[config.mk]
export PLATFORM = sky130hd
export DESIGN_NAME = sertx_core
export DESIGN_NICKNAME = d
export VERILOG_FILES = /design/src/rtl/sertx_pkg.sv /design/src/rtl/sertx_fifo.sv /design/src/rtl/sertx_shifter.sv /design/src/rtl/sertx_flags.sv /design/src/rtl/sertx_core.sv
export SDC_FILE = /design/constraint.sdc
export NUM_CORES = 1
export LEC_CHECK = 0
export ABC_CLOCK_PERIOD_IN_PS = 3000
export BUFFER_PORTS_ARGS = -buffer_cell sky130_fd_sc_hd__buf_4
export CORE_ASPECT_RATIO = 2
export CORE_MARGIN = 3
export CORE_UTILIZATION = 55
export CTS_CLUSTER_SIZE = 30
export DETAILED_ROUTE_END_ITERATION = 6
export PLACE_DENSITY = 0.76
export SETUP_SLACK_MARGIN = 0.4
export SLEW_MARGIN = 5
export SYNTH_ARGS = -nofsm -noshare
export SYNTH_HDL_FRONTEND = slang
export SYNTH_HIERARCHICAL = 1
export SYNTH_SLANG_ARGS = --single-unit
[constraint.sdc]
create_clock -name clk -period 3 [get_ports clk]
set_input_delay 0.3 -clock clk [delete_from_list [all_inputs] [get_ports clk]]
set_output_delay 0.3 -clock clk [all_outputs]
set_load 0.1 [all_outputs]
[src/rtl/sertx_pkg.sv]
package sertx_pkg;

  typedef enum logic [1:0] {
    A_CTRL = 2'd0,
    A_STAT = 2'd1,
    A_FCTL = 2'd2,
    A_DATA = 2'd3
  } reg_addr_e;

  localparam int CB_TIE  = 7;
  localparam int CB_RIE  = 6;
  localparam int CB_TE   = 5;
  localparam int CB_RE   = 4;
  localparam int CB_REIE = 3;

  localparam logic [15:0] CTRL_WMASK = 16'h00FB;

  localparam int SB_EMPTY = 0;
  localparam int SB_TEND  = 1;

  // trigger select 0,1,2,3 -> 0,2,4,8 bytes
  function automatic int trig_of(input logic [1:0] sel);
    return (sel == 2'd0) ? 0 : (1 << sel);
  endfunction

endpackage

[src/rtl/sertx_fifo.sv]
module sertx_fifo #(
  parameter int DW    = 8,
  parameter int DEPTH = 16,
  localparam int AW   = (DEPTH > 1) ? $clog2(DEPTH) : 1,
  localparam int CW   = $clog2(DEPTH + 1)
) (
  input  logic          clk,
  input  logic          rst_n,
  input  logic          push,
  input  logic [DW-1:0] push_data,
  input  logic          pop,
  output logic [DW-1:0] pop_data,
  output logic [CW-1:0] count,
  output logic          full,
  output logic          empty
);

  logic [DW-1:0] mem [DEPTH];
  logic [AW-1:0] wp_q, wp_d, rp_q, rp_d;
  logic [CW-1:0] cnt_q, cnt_d;
  logic          push_ok, pop_ok;

  assign full    = (cnt_q == CW'(DEPTH));
  assign empty   = (cnt_q == '0);
  assign push_ok = push && !full;
  assign pop_ok  = pop && !empty;

  always_comb begin
    wp_d  = wp_q;
    rp_d  = rp_q;
    cnt_d = cnt_q;
    if (push_ok) wp_d = (wp_q == AW'(DEPTH - 1)) ? '0 : wp_q + AW'(1);
    if (pop_ok)  rp_d = (rp_q == AW'(DEPTH - 1)) ? '0 : rp_q + AW'(1);
    if (push_ok && !pop_ok)      cnt_d = cnt_q + CW'(1);
    else if (pop_ok && !push_ok) cnt_d = cnt_q - CW'(1);
  end

  always_ff @(posedge clk or negedge rst_n) begin
    if (!rst_n) begin
      wp_q  <= '0;
      rp_q  <= '0;
      cnt_q <= '0;
    end else begin
      wp_q  <= wp_d;
      rp_q  <= rp_d;
      cnt_q <= cnt_d;
    end
  end

  always_ff @(posedge clk) begin
    if (push_ok) mem[wp_q] <= push_data;
  end

  assign pop_data = mem[rp_q];
  assign count    = cnt_q;

endmodule

[src/rtl/sertx_shifter.sv]
module sertx_shifter #(
  parameter int DW  = 8,
  localparam int FW  = DW + 2,
  localparam int BCW = $clog2(FW)
) (
  input  logic          clk,
  input  logic          rst_n,
  input  logic          enable,
  input  logic          baud_tick,
  input  logic          fifo_empty,
  input  logic [DW-1:0] fifo_data,
  output logic          pop,
  output logic          frame_end,
  output logic          txd
);

  logic           busy_q, busy_d;
  logic [FW-1:0]  sh_q, sh_d;
  logic [BCW-1:0] bit_q, bit_d;
  logic           last_bit;

  assign last_bit = (bit_q == BCW'(FW - 1));

  always_comb begin
    busy_d    = busy_q;
    sh_d      = sh_q;
    bit_d     = bit_q;
    pop       = 1'b0;
    frame_end = 1'b0;
    if (!enable) begin
      busy_d    = 1'b0;
      sh_d      = '1;
      bit_d     = '0;
      frame_end = busy_q;
    end else if (baud_tick) begin
      if (busy_q && !last_bit) begin
        sh_d  = {1'b1, sh_q[FW-1:1]};
        bit_d = bit_q + BCW'(1);
      end else if (!fifo_empty) begin
        pop    = 1'b1;
        busy_d = 1'b1;
        sh_d   = {1'b1, fifo_data, 1'b0};
        bit_d  = '0;
      end else begin
        busy_d    = 1'b0;
        sh_d      = '1;
        bit_d     = '0;
        frame_end = busy_q;
      end
    end
  end

  always_ff @(posedge clk or negedge rst_n) begin
    if (!rst_n) begin
      busy_q <= 1'b0;
      sh_q   <= '1;
      bit_q  <= '0;
    end else begin
      busy_q <= busy_d;
      sh_q   <= sh_d;
      bit_q  <= bit_d;
    end
  end

  assign txd = sh_q[0];

endmodule

[src/rtl/sertx_flags.sv]
module sertx_flags #(
  parameter int CW = 5
) (
  input  logic          clk,
  input  logic          rst_n,
  input  logic [CW-1:0] count,
  input  logic [CW-1:0] trig_lvl,
  input  logic          fifo_empty,
  input  logic          stat_rd,
  input  logic          stat_wr,
  input  logic          wr_flag_bit,
  input  logic          push_acc,
  input  logic          frame_end,
  output logic          empty_flag,
  output logic          tx_end,
  output logic          armed
);

  logic flag_q, flag_d;
  logic tend_q, tend_d;
  logic arm_q, arm_d;
  logic clear_ok;

  assign clear_ok = stat_wr && !wr_flag_bit && arm_q && (count > trig_lvl);

  always_comb begin
    flag_d = flag_q;
    if (clear_ok)         flag_d = 1'b0;
    if (count < trig_lvl) flag_d = 1'b1;

    arm_d = arm_q;
    if (stat_wr)                arm_d = 1'b0;
    else if (stat_rd && flag_q) arm_d = 1'b1;

    tend_d = tend_q;
    if (push_acc)                    tend_d = 1'b0;
    else if (frame_end && fifo_empty) tend_d = 1'b1;
  end

  always_ff @(posedge clk or negedge rst_n) begin
    if (!rst_n) begin
      flag_q <= 1'b1;
      tend_q <= 1'b1;
      arm_q  <= 1'b0;
    end else begin
      flag_q <= flag_d;
      tend_q <= tend_d;
      arm_q  <= arm_d;
    end
  end

  assign empty_flag = flag_q;
  assign tx_end     = tend_q;
  assign armed      = arm_q;

endmodule

[src/rtl/sertx_core.sv]
module sertx_core
  import sertx_pkg::*;
#(
  parameter int DEPTH = 16,
  parameter int DW    = 8,
  localparam int CW   = $clog2(DEPTH + 1)
) (
  input  logic        clk,
  input  logic        rst_n,
  input  logic        bus_en,
  input  logic        bus_we,
  input  logic [1:0]  bus_addr,
  input  logic [15:0] bus_wdata,
  output logic [15:0] bus_rdata,
  input  logic        baud_tick,
  output logic        txd,
  output logic        tx_irq
);

  reg_addr_e     addr_e;
  logic [15:0]   ctrl_q, ctrl_d;
  logic [1:0]    fctl_q, fctl_d;
  logic          wr_ctrl, wr_fctl, wr_stat, wr_data, rd_stat;
  logic          fifo_full, fifo_empty, fifo_pop, push_acc, frame_end;
  logic [DW-1:0] fifo_dout;
  logic [CW-1:0] fifo_cnt, trig_lvl;
  logic          empty_flag, tx_end, stat_armed;

  assign addr_e  = reg_addr_e'(bus_addr);
  assign wr_ctrl = bus_en && bus_we && (addr_e == A_CTRL);
  assign wr_stat = bus_en && bus_we && (addr_e == A_STAT);
  assign wr_fctl = bus_en && bus_we && (addr_e == A_FCTL);
  assign wr_data = bus_en && bus_we && (addr_e == A_DATA);
  assign rd_stat = bus_en && !bus_we && (addr_e == A_STAT);

  always_comb begin
    ctrl_d = wr_ctrl ? (bus_wdata & CTRL_WMASK) : ctrl_q;
    fctl_d = wr_fctl ? bus_wdata[1:0] : fctl_q;
  end

  always_ff @(posedge clk or negedge rst_n) begin
    if (!rst_n) begin
      ctrl_q <= '0;
      fctl_q <= '0;
    end else begin
      ctrl_q <= ctrl_d;
      fctl_q <= fctl_d;
    end
  end

  assign trig_lvl = CW'(trig_of(fctl_q));
  assign push_acc = wr_data && !fifo_full;

  sertx_fifo #(.DW(DW), .DEPTH(DEPTH)) u_fifo (
    .clk       (clk),
    .rst_n     (rst_n),
    .push      (wr_data),
    .push_data (bus_wdata[DW-1:0]),
    .pop       (fifo_pop),
    .pop_data  (fifo_dout),
    .count     (fifo_cnt),
    .full      (fifo_full),
    .empty     (fifo_empty)
  );

  sertx_shifter #(.DW(DW)) u_shift (
    .clk        (clk),
    .rst_n      (rst_n),
    .enable     (ctrl_q[CB_TE]),
    .baud_tick  (baud_tick),
    .fifo_empty (fifo_empty),
    .fifo_data  (fifo_dout),
    .pop        (fifo_pop),
    .frame_end  (frame_end),
    .txd        (txd)
  );

  sertx_flags #(.CW(CW)) u_flags (
    .clk         (clk),
    .rst_n       (rst_n),
    .count       (fifo_cnt),
    .trig_lvl    (trig_lvl),
    .fifo_empty  (fifo_empty),
    .stat_rd     (rd_stat),
    .stat_wr     (wr_stat),
    .wr_flag_bit (bus_wdata[SB_EMPTY]),
    .push_acc    (push_acc),
    .frame_end   (frame_end),
    .empty_flag  (empty_flag),
    .tx_end      (tx_end),
    .armed       (stat_armed)
  );

  always_comb begin
    bus_rdata = '0;
    case (addr_e)
      A_CTRL: bus_rdata = ctrl_q;
      A_STAT: begin
        bus_rdata[SB_EMPTY] = empty_flag;
        bus_rdata[SB_TEND]  = tx_end;
      end
      A_FCTL: bus_rdata[1:0] = fctl_q;
      default: bus_rdata = '0;
    endcase
  end

  assign tx_irq = empty_flag && ctrl_q[CB_TIE];

endmodule

After elaboration in Yosys (flattened, before gate mapping)
Memory sizes are Yosys's and may differ from the RTL's. Cells that the tools add are included.

Input bits: 23. Bits in writable memories: 128. Memories: 1. Output and inout bits: 18. Word-level logic and storage cells: 95. Flip-flop bits (word level): 40.

Equal/unequal tests: 9. Shifts and indexed selects: 1. Add/subtract/negate cells: 5. $lt $le $gt $ge: 2. Reduce and logical (&&, ||, !) cells: 33. Multiplexer cells: 33.

Memory list: u_fifo.mem (depth 16, width 8, rd ports 1, clocked after Yosys merged registers in 0, wr ports 1, RTL line sertx_fifo.sv:18) `logic [DW-1:0] mem [DEPTH];`.

Operators with widths (number): $mux 10 (3); $mux 4 (5); $mux 1 (19); $logic_and 1x1->1 (18); $mux 5 (3); $add 4x1->4 const B (3); $eq 4x4->1 const B (3); $mux 9 (1); $reduce_bool 2->1 (4); $logic_not 1->1 (7); $mux 6 (1); $pmux 2 s3 (1); $add 5x1->5 const B (1); $eq 5x5->1 const B (1); $gt 5x5->1 (1); $logic_not 5->1 (1); $lt 5x5->1 (1); $shl 1x2->5 const A (1); $sub 5x1->5 const B (1); $eq 2x2->1 const B (2); $logic_not 2->1 (2); $ne 2x2->1 const B (2); $eq 2x1->1 const B (1); $reduce_and 2->1 (1).

Depth between registers and ports, before layout
Gate-level depths: netlist of run 1.

Word-level depth: 10. Depth in mapped cells: 13. Depth with buffers taken out: 13.

Cells and area by module
Netlist of run 1, hierarchy kept.

Modules (own cells, without submodules): sertx_fifo (cells each 327, times used 1, area an instance 5919.4 µm²); sertx_shifter (cells each 88, times used 1, area an instance 865.8 µm²); sertx_core (cells each 53, times used 1, area an instance 631.9 µm²); sertx_flags (cells each 28, times used 1, area an instance 240.2 µm²).

Least setup slack after synthesis of run 1
No wires, ideal clock.

Path kind: flip-flop to flip-flop. Start point: register u_fifo.cnt_q[1], in the netlist u_fifo/count[1]. End point: register u_fifo.cnt_q[4], in the netlist u_fifo/count[4]. Cell stages (with the launch flop): 14. Data arrival time: 2.931 ns. Setup time: 0.080 ns. Path buffers: 0. Path slack: -0.011 ns. Data required time: 2.920 ns. Cell sequence: dfrtp_1 or4_4 nor2_1 nand2b_1 a211oi_1 o21a_1 inv_2 ha_1 inv_1 ha_1 a21o_1 a21oi_1 mux2i_1 xnor2_1.

Cells in the longest elaborated chain, start to end: 9. Elaborated cells between the ends (all ways): 19. Classes of those cells: add/sub: 2; eq/ne: 1; mux: 6; reduce/logical: 10.

RTL lines: start: declaration (RTL line sertx_fifo.sv:20) `logic [CW-1:0] cnt_q, cnt_d;`; start signal: assignment (RTL line sertx_fifo.sv:46) `cnt_q <= cnt_d;`; $logic_not 5->1 * (RTL line sertx_fifo.sv:24) `assign empty = (cnt_q == '0);`; net fifo_empty (RTL line sertx_core.sv:24) `logic fifo_full, fifo_empty, fifo_pop, push_acc, frame_end;`; $mux 1 * (RTL line sertx_shifter.sv:39) `end else if (!fifo_empty) begin`; $mux 1 * (RTL line sertx_shifter.sv:36) `if (busy_q && !last_bit) begin`; $mux 1 * (RTL line sertx_shifter.sv:35) `end else if (baud_tick) begin`; $mux 1 * (RTL line sertx_shifter.sv:30) `if (!enable) begin`; net fifo_pop (RTL line sertx_core.sv:24); $logic_and 1x1->1 * (RTL line sertx_fifo.sv:26) `assign pop_ok = pop && !empty;`; $logic_not 1->1 (RTL line sertx_fifo.sv:34) `if (push_ok && !pop_ok) cnt_d = cnt_q + CW'(1);`; $logic_and 1x1->1 (RTL line sertx_fifo.sv:34); $mux 5 or $reduce_bool 2->1 (tied branches).

Mark *: on every way through the listed nets, which the timed path passes. The rest lies on a longest branch. The select of a mux whose other input is x is not followed. A chain may end at the register's enable or synchronous reset.

Worst setup path after layout of run 1
Start point: register u_fifo.cnt_q[3], in the netlist u_fifo/count[3]. End point: register u_fifo.cnt_q[4], in the netlist u_fifo/count[4].

The elaborated chain is that of the path after synthesis.

==> results by group, run 1 <==
Logic synthesis
  – EDFF count, synth: 128
  – Main flop type after synthesis: edfxtp_1
  – Async set or reset register ratio after synthesis: 23.4%
  – Synth Register Bits: 167
  – Synthesized area: 7660 sq um
  – Yosys cell types: 62
  – Synth Instances: 496
  – Mapped Avg Cell Area: 15.4 sq um
  – YS warnings: 6
  – Sequential-to-total area share from yosys stat: 63.1%

Final layout
  – Number of fill cells: 956
  – Antenna diode count: 0
  – Layout cells sized above 1: 32.7%
  – # nets final: 594
  – Final instance area: 8740 sq um
  – P&R area growth vs syn: 14.2%

Pwr
  – Total power: 7300 uW
  – Internal power: 4850 uW
  – P_sw: 2450 uW
  – P_leak: 0.00324 uW
  – Seq pwr share: 40.6%
  – Switching share of total power: 33.6%
  – Gate power share: 30.7%
  – Maximum vdd drop: 0.593 mV
  – Pwr dens: 834 nW/um^2
  – Clk pwr share: 28.7%

Critical path
  – Slowest-stage cell, CP: or4_4
  – CP startpoint: u_fifo/count[3]
  – Worst reg2reg setup slack: 0.34 ns
  – Crit path max fanout: 3
  – Critical Path AT: 2.96 ns
  – Worst r2r path cells: 13
  – Crit start category: flop
  – CP top delay family: simple AND/OR/NAND/NOR gates
  – R2r startpoint: u_fifo/count[3]
  – Worst Setup Path Type: reg2reg
  – Worst Path Required: 3.30 ns
  – Reg2reg end: u_fifo/count[4]
  – CP Cell Sequence: or4_4 > nor2_4 > nand2b_4 > a211oi_2 > o21a_2 > inv_2 > ha_4 > fa_2 > inv_1 > a21o_1 > a21oi_2 > mux2i_1 > xnor2_1
  – Critical path's largest stage delay: 0.55 ns
  – Worst setup EP type: flop
  – Number of buffers and inverters on the critical path: 2

Routing
  – Wire length on met3: 301 microns
  – Post-DRT Antenna Nets: 0
  – Final wirelength: 15.6 mm
  – DRC: 0
  – WL/cell: 21.6 microns
  – Wl on met1: 5.46 mm
  – DRT iter0 DRCs: 272
  – Met2 WL: 9.21 mm
  – Vias per Instance: 5.92
  – Vias: 4271
  – DR pass1 iterations: 4
  – Max layer used: met4

Placement
  – Post-DP HPWL: 11.0 mm
  – Port bufs: 23
  – Placer congestion estimate: 0.860
  – DP Area: 8080 sq um

STA
  – Tightest Pin Transition: 0.759 ns
  – Final setup vio count: 0
  – Peak Freq: 0.376 GHz
  – Unrepaired setup endpoints after global routing: true
  – Hold Violations, Final: 0
  – Final period utilization: 88.7%
  – Setup TNS: 0 ns
  – Final Max Tran Viols: 0
  – Worst slew margin: 49.4%
  – Clk_skew: 0.0221 ns
  – Crit path time final: 2.66 ns

Clock tree
  – H-tree level count: 4
  – Root buf cell: clkbuf_16
  – CTS tree: done
  – Clk_lat worst skew: 0.43 ns
  – Longest Clk Path Bufs: 2
  – CTS sink count: 167
  – CTS Buf Count: 17
  – Clk slew on worst S/H paths: 0.07 ns

Run status
  – Status: finished, final reports clean

Job
  – Max-cap violations: 0

Floorplan
  – Die Area: 15500 sq um
  – Site Rows: 60
  – Horiz. Die Dim: 89.4 microns
  – Initial Utilization: 56.7%
  – I/O Pins: 41
  – Core area: 13500 sq um
  – Die Y: 173 microns

Worst hold path
  – HP Class: in2reg
  – HP Start: bus_wdata[2]
  – Hold endpoint: u_fifo/mem[10][2]
  – Min-Delay Path Depth: 1

Global routing
  – Largest net degree at the start of global routing: 40
  – Vias in the first global route: 4632
  – First-pass GRT wire length: 24.7 mm
  – Overflow after GRT: 0
  – Initial antenna violation count: 0
  – Gr usage total: 21.9%
[placed cells by master, fill, tap and decap left out, types with 8 or more instances in the layout]
cell       count
o21ai_1       13
o221ai_2       8
nand2_1       22
conb_1        11
nand4_1       10
ha_1          15
a221o_1        8
a21boi_0      10
o211ai_1       8
mux2_4        17
mux4_2        24
clkbuf_16     17
edfxtp_1     128
nor2b_1       15
nor2_1        21
dfrtp_1       26
o21ai_0       12
inv_1         25
buf_4         64
dfstp_2       11
[stage by stage]
stage,worst slack [ns],utilization [%],hold slack (ns),instances
after floorplan,0.322,-,0.00441,506
after global placement,0.199,59.8,0.307,678
after detailed placement,0.0900,59.8,0.317,678
after CTS,0.351,64.6,0.178,720
after global routing,0.224,64.7,0.194,721
final,0.340,64.7,0.186,721
[final cells by class]
class	instances	area, sq um	area share [%]
flip-flops and latches	167	4840	55.3
multi-input cells	275	2540	29.1
repair buffers	65	490	5.61
clock buffers	17	425	4.86
well taps	155	194	2.22
clock inverters	15	151	1.73
inverters	27	104	1.19
[worst max path at each step]
stage	endpoint	depth (start not counted)
3_5_place_dp	u_fifo/count[4]	13
6_report	u_fifo/count[4]	13
5_1_grt	u_fifo/count[4]	13
2_1_floorplan	u_fifo/count[4]	13
3_3_place_gp	u_fifo/count[4]	13
4_1_cts	u_fifo/count[4]	13
[worst reg2reg max path: cells and delay by family (launching register included)]
kind | cells | cell delay [ns]
AND/OR/NAND/NOR | 3 | 0.79
adder cells (fa/ha/maj) | 2 | 0.39
flip-flops | 1 | 0.40
XOR/XNOR | 1 | 0.09
buffers and inverters | 2 | 0.13
AO/OA/AOI/OAI | 4 | 0.51
multiplexers | 1 | 0.23
[per-layer routing]
metal	GRT usage, %	up-vias
met4	9.94	0
met1	23.0	2162
met5	0	-
met2	40.3	88
met3	3.96	38
li1	-	1983
[synth_stat cells, drive strengths merged (10+ instances only)]
cell type / number / area (sq um)
mux2: 25 / 345
buf: 31 / 245
dfstp: 11 / 289
inv: 27 / 101
nor2b: 15 / 93.8
nand4: 10 / 62.6
nand2: 23 / 88.8
edfxtp: 128 / 3840
dfrtp: 28 / 701
mux4: 24 / 541
nor2: 23 / 88.8
a21boi: 10 / 75.1
ha: 17 / 213
o21ai: 25 / 125
[logic make-up (layout without fill, tap and decap cells)]
kind of cell / after synthesis / after routing / share of synthesized area, %
compound gates: 82 / 82 / 8.45
xor+xnor: 6 / 6 / 0.686
fa+ha+maj: 18 / 18 / 3.04
buf+inv: 64 / 124 / 4.84
flops: 167 / 167 / 63.1
mux: 52 / 52 / 12.0
other cells: 1 / 11 / 0.0490
simple gates: 106 / 106 / 7.86
[sequential cells by signal (all words and copies together), names as in the netlist, 2 cells and up]
name           count
ctrl_q             7
fctl_q             2
u_fifo/count       5
u_fifo/mem       128
u_fifo/rp_q        4
u_fifo/wp_q        4
u_shift/bit_q      4
u_shift/sh_q       9
[power by group through the flow]
stage | sequential [uW] | clock [uW] | combinational, uW
4_1_cts | 2960 | 2130 | 2240
5_1_grt | 2990 | 2230 | 2420
6_report | 2960 | 2090 | 2240
2_1_floorplan | 2870 | 0 | 1800
3_3_place_gp | 3000 | 0 | 2080
3_5_place_dp | 3020 | 0 | 2140
[what timing repair did]
item                                   CTS  global route
hold buffers                             1             0
setup buffers                            9             1
setup endpoints to repair                4            10
endpoints found under the hold margin   28             0
pin swaps                                3             1
gates resized for setup                  2             1
Note: power is estimated with default switching activity, not from simulation.
==> inputs of run 2 (changes only) <==
- PLACE_DENSITY: 0.76 -> unset
- PLACE_DENSITY_LB_ADDON: unset -> 0.08
- SYNTH_HIERARCHICAL: 1 -> unset
==> run 2 against run 1 <==
Utilization shrank 0.79 points. Fmax grew 11%. Sequential cell count is the same. Synthesized area shrank 5.9%. Critical endpoint is now u_fifo.count[4].
==> results by group, run 2 <==
Run status
  – Status: finished, final reports clean

Global routing
  – Met1 track demand over resource: 25.0%
  – Vias in the first global route: 4135
  – M3 GR Usage: 3.97%
  – Gr usage total: 22.1%
  – Largest net degree at the start of global routing: 40
  – Gr busiest metal: met2
  – Initial antenna violation count: 0
  – Met2 GRT Util: 38.4%
  – First-pass GRT wire length: 23.3 mm
  – Overflow after GRT: 0

STA
  – WHS: 0.0961 ns
  – Unrepaired setup endpoints after global routing: false
  – Final setup vio count: 0
  – Final period utilization: 80.2%
  – Tightest Pin Transition: 0.792 ns
  – Peak Freq: 0.415 GHz
  – Final Max Tran Viols: 0
  – Worst slew margin: 47.0%
  – Hold Violations, Final: 0
  – Clk_skew: 0.00778 ns
  – Crit path time final: 2.41 ns
  – Final WS setup: 0.593 ns
  – Setup TNS: 0 ns

Logic synthesis
  – Main flop type after synthesis: edfxtp_1
  – Sequential-to-total area share from yosys stat: 67.1%
  – Dominant cell by count in the synthesized netlist: edfxtp_1
  – Commonest cells post-synth: 128 x edfxtp_1, 36 x mux2i_1, 28 x dfrtp_1, 25 x nand2_1, 25 x nor2_1
  – Async set or reset register ratio after synthesis: 23.4%
  – EDFF count, synth: 128
  – Synth Instances: 473
  – Leading area contributor after synthesis: edfxtp_1
  – Mapped Avg Cell Area: 15.2 sq um
  – Synth area leaders: edfxtp_1 53%, dfrtp_1 9.7%, mux4_2 5.3%, mux2i_1 5.0%, dfstp_2 4.0%
  – YS warnings: 0
  – Yosys cell types: 46
  – Top cell type's share of synthesized area: 53.4%
  – Synthesized area: 7200 sq um
  – Synth Register Bits: 167

Routing
  – Vias: 3981
  – DRT iter0 DRCs: 219
  – Post-DRT Antenna Nets: 0
  – Final wirelength: 15.3 mm
  – DR pass1 iterations: 4
  – WL/cell: 22.6 microns
  – Vias per Instance: 5.89
  – DRC: 0

Pwr
  – Pwr dens: 829 nW/um^2
  – Maximum vdd drop: 0.604 mV
  – P_leak: 0.00290 uW

Critical path
  – Critical Path AT: 2.74 ns
  – Worst Setup Path Type: reg2reg
  – Crit path max fanout: 5
  – Crit start category: flop
  – Worst Path Required: 3.33 ns
  – R2r startpoint: u_shift.bit_q[1]
  – CP startpoint: u_shift.bit_q[1]
  – Worst setup EP type: flop

Floorplan
  – Die Area: 14600 sq um
  – Horiz. Die Dim: 86.9 microns
  – Core area: 12700 sq um
  – I/O Pins: 41
  – Site Rows: 58
  – Initial Utilization: 56.7%
  – Die Y: 168 microns

Final layout
  – Commonest non-fill, non-tap cell in the layout: edfxtp_1
  – Number of fill cells: 928
  – Final instance area: 8120 sq um
  – Leading cell types in the layout, fill and taps excluded: 128 x edfxtp_1, 44 x buf_4, 36 x mux2i_1, 26 x dfrtp_1
  – Multi-input logic area: 2180 sq um
  – Antenna diode count: 0
  – Layout cells sized above 1: 23.8%
  – Largest Register: u_fifo.mem
  – # nets final: 552
  – Max reg flops: 128
  – P&R area growth vs syn: 12.7%
  – Register area: 4840 sq um
  – Final Instance Count excl. Fillers: 676
  – Regs by FF count: u_fifo.mem: 128 flops, u_shift.sh_q: 9 flops, ctrl_q: 7 flops

Placement
  – Place WS: 0.400 ns
  – DP Area: 7530 sq um
  – Post-DP HPWL: 10.6 mm
  – Placer congestion estimate: 0.790
  – Port bufs: 23
  – Cells after DPL: 640

Worst hold path
  – HP Start: bus_we
  – HP Class: in2reg

Clock tree
  – Clk slew on worst S/H paths: 0.06 ns
  – Longest Clk Path Bufs: 2
  – Root buf cell: clkbuf_16
  – CTS sink count: 167
  – Clk_lat worst skew: 0.41 ns
  – CTS tree: done
  – H-tree level count: 4
  – CTS Buf Count: 17

Job
  – Max-cap violations: 0
==> run 2: layout make-up <==
type | instances | share of cell area, %
clock buffers | 18 | 5.29
inverters | 10 | 0.493
well taps | 150 | 2.31
clock inverters | 14 | 1.25
multi-input cells | 272 | 26.9
repair buffers | 45 | 4.19
flip-flops and latches | 167 | 59.6
==> run 2: repair_timing <==
item | 4_1_cts | 5_1_grt
hold buffers | 1 | 0
resized for setup | 1 | 5
buffers inserted | 0 | 3
endpoints found under the hold margin | 28 | 0
cloned | 0 | 0
endpoints found under the setup margin | 1 | 2
pin swaps | 0 | 2
==> run 2: critical path: stages (launching register included) <==
cell and delay, ns:
dfrtp_1 0.41, inv_1 0.06, ha_1 0.13, nand2_1 0.06
o21ai_2 0.19, and4_4 0.25, inv_2 0.05, ha_4 0.17
inv_4 0.07, ha_1 0.24, a21o_1 0.20, a21oi_2 0.14
mux2i_1 0.23, xnor2_1 0.14
==> run 2: cell families (layout without fill, tap and decap cells) <==
logic type / after synthesis / count (layout) / synth area share [%]
flops: 167 / 167 / 67.1
simple gates: 100 / 100 / 7.16
compound gates: 78 / 78 / 6.96
mux: 63 / 63 / 11.9
buf+inv: 42 / 87 / 3.25
fa+ha+maj: 16 / 16 / 2.88
xor+xnor: 6 / 6 / 0.729
other cells: 1 / 9 / 0.0521
==> run 2: final timing paths <==
kind	to	slack (ns)	cells past startpoint
min in group asynchronous	u_fifo.wp_q[1]	0.40	2
worst max register to register	u_fifo.count[4]	0.59	13
worst min-delay path	u_flags.armed	0.1	2
max in group asynchronous	u_fifo.rp_q[0]	2.19	2
worst min register to register	ctrl_q[3]	0.50	1
worst max-delay path	u_fifo.count[4]	0.59	13
==> run 2: through the flow <==
stage          total power (uW)  util, %
4_1_cts                    6780     63.6
3_5_place_dp               4830     59.3
5_1_grt                    7050     63.9
3_3_place_gp               4780     59.3
2_1_floorplan              4380        -
6_report                   6730     63.9
==> run 2: report_power, final <==
part | total (uW) | internal, uW | leakage [uW] | switching (uW)
Clock | 1940 | 1060 | 0.000249 | 881
Combinational | 1830 | 776 | 0.00104 | 1050
Sequential | 2960 | 2710 | 0.00161 | 245
==> run 2: per-layer routing <==
layer	wire (microns)	part of all wire, %
met1	5380	35
met2	8410	55
met3	674	4.4
met4	829	5.4
met5	0	0
